===== src/rtl/baud_tick_pkg.sv =====
package baud_tick_pkg;

  // Prescaler selection as decoded from the select input.
  typedef enum logic {
    PRE_BYPASS = 1'b0,
    PRE_DIVIDE = 1'b1
  } pre_mode_e;

  // Smallest clock divisor that produces sample ticks.
  localparam int unsigned CD_MIN_RUN = 2;

  // Width needed to count 0 .. n-1 (at least one bit).
  function automatic int unsigned cnt_width(input int unsigned n);
    return (n > 2) ? $clog2(n) : 1;
  endfunction

endpackage


===== src/rtl/baud_cfg_track.sv =====
module baud_cfg_track
  import baud_tick_pkg::*;
#(
  parameter int unsigned CD_W = 16,
  parameter int unsigned BD_W = 8
) (
  input  logic            clk,
  input  logic            rst,
  input  logic [CD_W-1:0] cd_in,
  input  logic [BD_W-1:0] bd_in,
  input  logic            pre_in,
  output logic [CD_W-1:0] cd_q,
  output logic [BD_W-1:0] bd_q,
  output pre_mode_e       pre_q,
  output logic            restart
);

  // A setting that differs from the held copy clears the counters on the
  // same edge that takes the new copy.
  assign restart = !rst &&
                   ((cd_in != cd_q) || (bd_in != bd_q) || (pre_in != pre_q));

  always_ff @(posedge clk) begin
    cd_q  <= cd_in;
    bd_q  <= bd_in;
    pre_q <= pre_mode_e'(pre_in);
  end

endmodule


===== src/rtl/baud_prescale.sv =====
module baud_prescale
  import baud_tick_pkg::*;
#(
  parameter int unsigned PRE_DIV = 8
) (
  input  logic      clk,
  input  logic      rst,
  input  logic      clr,
  input  pre_mode_e mode,
  output logic      step
);

  generate
    if (PRE_DIV > 1) begin : g_div
      localparam int unsigned PW = cnt_width(PRE_DIV);
      localparam logic [PW-1:0] PRE_LAST = PW'(PRE_DIV - 1);
      logic [PW-1:0] pre_cnt;

      always_ff @(posedge clk) begin
        if (rst || clr) begin
          pre_cnt <= '0;
        end else if (pre_cnt == PRE_LAST) begin
          pre_cnt <= '0;
        end else begin
          pre_cnt <= pre_cnt + 1'b1;
        end
      end

      // Clock enable: every cycle when bypassed, once per PRE_DIV otherwise.
      assign step = (mode == PRE_BYPASS) || (pre_cnt == PRE_LAST);
    end else begin : g_none
      logic unused_in;
      assign unused_in = clk ^ rst ^ clr ^ mode;
      assign step = 1'b1;
    end
  endgenerate

endmodule


===== src/rtl/baud_cd_div.sv =====
module baud_cd_div
  import baud_tick_pkg::*;
#(
  parameter int unsigned CD_W = 16
) (
  input  logic            clk,
  input  logic            rst,
  input  logic            clr,
  input  logic            step,
  input  logic [CD_W-1:0] cd,
  output logic            wrap,
  output logic            tick
);

  logic [CD_W-1:0] cd_cnt;
  logic            cd_ok;

  assign cd_ok = (cd >= CD_W'(CD_MIN_RUN));
  assign wrap  = step && cd_ok && (cd_cnt == cd - 1'b1);

  always_ff @(posedge clk) begin
    if (rst || clr) begin
      cd_cnt <= '0;
      tick   <= 1'b0;
    end else begin
      tick <= wrap;
      if (wrap) begin
        cd_cnt <= '0;
      end else if (step && cd_ok) begin
        cd_cnt <= cd_cnt + 1'b1;
      end
    end
  end

endmodule


===== src/rtl/baud_bit_div.sv =====
module baud_bit_div #(
  parameter int unsigned BD_W = 8
) (
  input  logic            clk,
  input  logic            rst,
  input  logic            clr,
  input  logic            adv,
  input  logic [BD_W-1:0] bdiv,
  output logic            tick
);

  logic [BD_W-1:0] bd_cnt;

  // Advances on the same edge as the sample tick register, so the bit tick
  // lands on the sample tick that closes a bit period.
  always_ff @(posedge clk) begin
    if (rst || clr) begin
      bd_cnt <= '0;
      tick   <= 1'b0;
    end else if (adv) begin
      if (bd_cnt == bdiv) begin
        bd_cnt <= '0;
        tick   <= 1'b1;
      end else begin
        bd_cnt <= bd_cnt + 1'b1;
        tick   <= 1'b0;
      end
    end else begin
      tick <= 1'b0;
    end
  end

endmodule


===== src/rtl/baud_tick_gen.sv =====
module baud_tick_gen
  import baud_tick_pkg::*;
#(
  parameter int unsigned CD_W    = 16,
  parameter int unsigned BD_W    = 8,
  parameter int unsigned PRE_DIV = 8
) (
  input  logic            clk,
  input  logic            rst,
  input  logic [15:0]     cd_val,
  input  logic [7:0]      bdiv_val,
  input  logic            prescale_sel,
  output logic            sample_tick,
  output logic            bit_tick
);

  logic [CD_W-1:0] cd_q;
  logic [BD_W-1:0] bd_q;
  pre_mode_e       pre_q;
  logic            restart;
  logic            step;
  logic            cd_wrap;

  baud_cfg_track #(.CD_W(CD_W), .BD_W(BD_W)) cfg_i (
    .clk     (clk),
    .rst     (rst),
    .cd_in   (CD_W'(cd_val)),
    .bd_in   (BD_W'(bdiv_val)),
    .pre_in  (prescale_sel),
    .cd_q    (cd_q),
    .bd_q    (bd_q),
    .pre_q   (pre_q),
    .restart (restart)
  );

  baud_prescale #(.PRE_DIV(PRE_DIV)) pre_i (
    .clk  (clk),
    .rst  (rst),
    .clr  (restart),
    .mode (pre_q),
    .step (step)
  );

  baud_cd_div #(.CD_W(CD_W)) cd_i (
    .clk  (clk),
    .rst  (rst),
    .clr  (restart),
    .step (step),
    .cd   (cd_q),
    .wrap (cd_wrap),
    .tick (sample_tick)
  );

  baud_bit_div #(.BD_W(BD_W)) bd_i (
    .clk  (clk),
    .rst  (rst),
    .clr  (restart),
    .adv  (cd_wrap),
    .bdiv (bd_q),
    .tick (bit_tick)
  );

endmodule


===== config.mk =====
export PLATFORM = sky130hd
export DESIGN_NAME = baud_tick_gen
export DESIGN_NICKNAME = d
export VERILOG_FILES = /design/src/rtl/baud_tick_pkg.sv /design/src/rtl/baud_cfg_track.sv /design/src/rtl/baud_prescale.sv /design/src/rtl/baud_cd_div.sv /design/src/rtl/baud_bit_div.sv /design/src/rtl/baud_tick_gen.sv
export SDC_FILE = /design/constraint.sdc
export NUM_CORES = 1
export LEC_CHECK = 0
export ABC_AREA = 1
export BUFFER_PORTS_ARGS = -buffer_cell sky130_fd_sc_hd__buf_2
export CORE_MARGIN = 1.5
export CORE_UTILIZATION = 59
export DETAILED_ROUTE_END_ITERATION = 10
export PLACE_DENSITY = 0.85
export SLEW_MARGIN = 20
export SYNTH_ARGS = -nofsm -noshare
export SYNTH_HDL_FRONTEND = slang
export SYNTH_SLANG_ARGS = --single-unit

===== constraint.sdc =====
create_clock -name clk -period 2.6 [get_ports clk]
set_clock_uncertainty 0.1 [all_clocks]
set_input_delay 0.39 -clock clk [delete_from_list [all_inputs] [get_ports clk]]
set_output_delay 0.39 -clock clk [all_outputs]
set_load 0.01 [all_outputs]

==> summary.txt <==
DR pass1 iterations = 5
Crit path from = cfg_i.cd_q[0]
Number of global-route vias before repair = 2,643
Area Growth Syn to Fin = 10.1%
Max_cap viols = 0
Area contributors post-synth = dfxtp_1 (34%), nand2_1 (15%), inv_1 (7.5%), nor2_1 (6.2%), xnor2_1 (4.7%)
Core outline area = 0.00511 mm²
Fin. max-slew vios = 0
Min Tclk post-route = 2.45 ns
Layout cells sized above 1 = 0.163
Yosys top cell area share = 0.345
Initial antenna violation count = 0
Post-synthesis register bit count = 54
Synthesized cell area = 0.00314 mm²
Setup bufs post-CTS = 0
Gr ovfl total = 0
PortBufs = 28
Crit path max fanout = 16
Slowest CP cell = dfxtp_1
Post-CTS sizing = 0
CP Cell Sequence = inv_1 -> ha_1 -> nand2_2 -> o21ai_1 -> nand2_1 -> nor2_1 -> nand2_1 -> nor2_2 -> nand3_4 -> nand2_4 -> nand2_2 -> o21ai_0 -> nor2_1
Initial Util = 0.614
Total CTS buffers = 5
R2r startpoint = cfg_i.cd_q[0]
Clk_lat worst skew = 0.32 ns
Crit path kind = flop to flop
R2r setup slk = 0.15 ns
Total Die Area = 0.00576 mm²
Setup crit start kind = flop
Die width = 75.9 µm
Area leader, netlist = dfxtp_1
Fin. Hold Viols = 0
WP data arrival = 2.57 ns
Slew HR = 0.747
Number of flops mapped to enable cells by yosys = 0
PD cells = 472 mW/mm²
Sequential area share after synthesis = 0.345
First-pass GRT wire length = 11,500 µm
Total GRT Usage = 0.247
Slew @ Worst Pin = 0.378 ns
Synthesized instance count = 457
Syn Nets = 490
Final Cycle Share = 0.943
Most common cell after layout, fill and taps aside = nand2_1
LEAKAGE = 0.00154 µW
DP Wirelength = 5500 µm
Clock Path Buffers = 2
Layout fillers = 439
Drt via density = 5.04
GP Congestion = 0.904
Clock slew at reported path FFs = 0.11 ns
Synth warn = 0
CP Data Required Time = 2.72 ns
Wirelength, routed = 6800 µm
Setup_tns = 0 ns
Mean Syn Cell Area = 6.86 µm²
Final layout net count = 522
Dominant synthesized flop cell = dfxtp_1
Area of the multi-input gates = 0.00177 mm²
Worst reg2reg path endpoint = bd_i.bd_cnt[4]
Unrepaired setup endpoints after global routing = false
DRC viols = 0
Detail Route Antenna Nets = 0
Routed via count = 2,823
Fmax = 408 MHz
H-tree depth = 2
Hold_ws = 0.0766 ns
Worst setup EP type = flop
Site row count = 26
Diode count = 0
Peak VDD IR = 0.399 mV
Unique masters post-synth = 34
Initial drt markers = 174
Hold Crit Class = input port to flop
Die Span Y = 75.9 µm
Critical Path Sink = bd_i.bd_cnt[4]
CTS tree = done
Slowest cell delay on critical path = 0.33 ns
Reg area = 0.00108 mm²
Clock Sinks = 54
Largest net degree at the start of global routing = 19
Worst reg2reg path depth = 13
Most frequent cells in the layout = nand2_1 (125), inv_1 (63), dfxtp_1 (54), nor2_1 (52), buf_2 (28)
Root buf cell = clkbuf_8
Ports = 29
Status = completed
Setup violators final = 0
Routed length per instance = 12.1 µm
Fraction of registers with async set/reset = 0
Hold_buf cts = 0
-- worst max-delay path, delay by kind of cell (launching register included) --
kind                       cells  cell delay [ns]
buffers and inverters          1             0.20
and+or+nand+nor                9             1.13
adders and majority gates      1             0.29
DFF                            1             0.33
AOI/OAI and AO/OA              2             0.28
-- registers in the layout, indices dropped and copies added (netlist names) --
| register | count |
|---|---|
| bd_i.bd_cnt | 8 |
| pre_i.g_div.pre_cnt | 3 |
| cd_i.cd_cnt | 16 |
| cfg_i.bd_q | 8 |
| cfg_i.pre_q | 1 |
| bd_i.tick | 1 |
| cfg_i.cd_q | 16 |
| cd_i.tick | 1 |
-- synthesized netlist by cell type, types with 4 or more instances --
cell,n
nand2_1,125
inv_1,63
dfxtp_1,54
nor2_1,52
nand3_1,23
nor2_2,17
xnor2_1,17
a21oi_1,16
o21ai_0,14
xor2_1,14
nor3_1,8
ha_1,6
nand2_2,5
nand4_1,5
nand3b_1,4
-- kinds of logic (layout without fill, tap and decap cells) --
family,Yosys count,count (layout),share of synthesized area
AOI/OAI and AO/OA,37,37,0.0623
xor gates and xnor gates,31,31,0.0866
adders and majority gates,6,6,0.0239
buffers and inverters,70,103,0.0898
DFF,54,54,0.345
and+or+nand+nor,259,259,0.393
-- how the worst min path moves through the flow --
stage	slack [ns]	end	depth (start not counted)	start
after detailed placement	0.32	pre_i.g_div.pre_cnt[0]	1	pre_i.g_div.pre_cnt[0]
after global placement	0.31	pre_i.g_div.pre_cnt[0]	1	pre_i.g_div.pre_cnt[0]
after global routing	0.06	cfg_i.bd_q[7]	1	bdiv_val[7]
final	0.08	cfg_i.bd_q[3]	1	bdiv_val[3]
after floorplan	0.30	pre_i.g_div.pre_cnt[0]	1	pre_i.g_div.pre_cnt[0]
after CTS	0.07	cfg_i.bd_q[7]	1	bdiv_val[7]
-- area by class of cell --
type	instances	area share
sequential	54	0.313
timing repair buffer	28	0.0406
clock buffer	5	0.0199
inverter	67	0.0736
clock inverter	3	0.0138
tap	70	0.0254
multi-input combinational	333	0.514
-- metal layers --
| metal | vias to the layer above | routed length [µm] | GRT usage |
|---|---|---|---|
| met5 | - | 0 | 0 |
| met4 | 0 | 124 | 0.0833 |
| met3 | 11 | 351 | 0.0458 |
| met2 | 76 | 3110 | 0.402 |
| met1 | 1255 | 3210 | 0.329 |
| li1 | 1481 | - | - |
-- power by group --
part	total, µW	internal (µW)	leakage (µW)	switching (µW)
sequential	874	848	0.000444	26.2
combinational	153	66.6	0.00104	86.7
clock	602	294	0.0000591	308
-- per-stage QoR --
step / total power, µW / util / worst slack [ns] / area (µm²) / instances
floorplan: 993 / - / 0.625 / 3140 / 457
global placement: 1040 / 0.653 / 0.314 / 3340 / 552
detailed placement: 1050 / 0.653 / 0.206 / 3340 / 552
CTS: 1630 / 0.676 / 0.198 / 3450 / 560
global route: 1690 / 0.676 / 0.0130 / 3450 / 560
finish: 1630 / 0.676 / 0.147 / 3450 / 560
No activity file was read; power rests on OpenSTA's default activity.
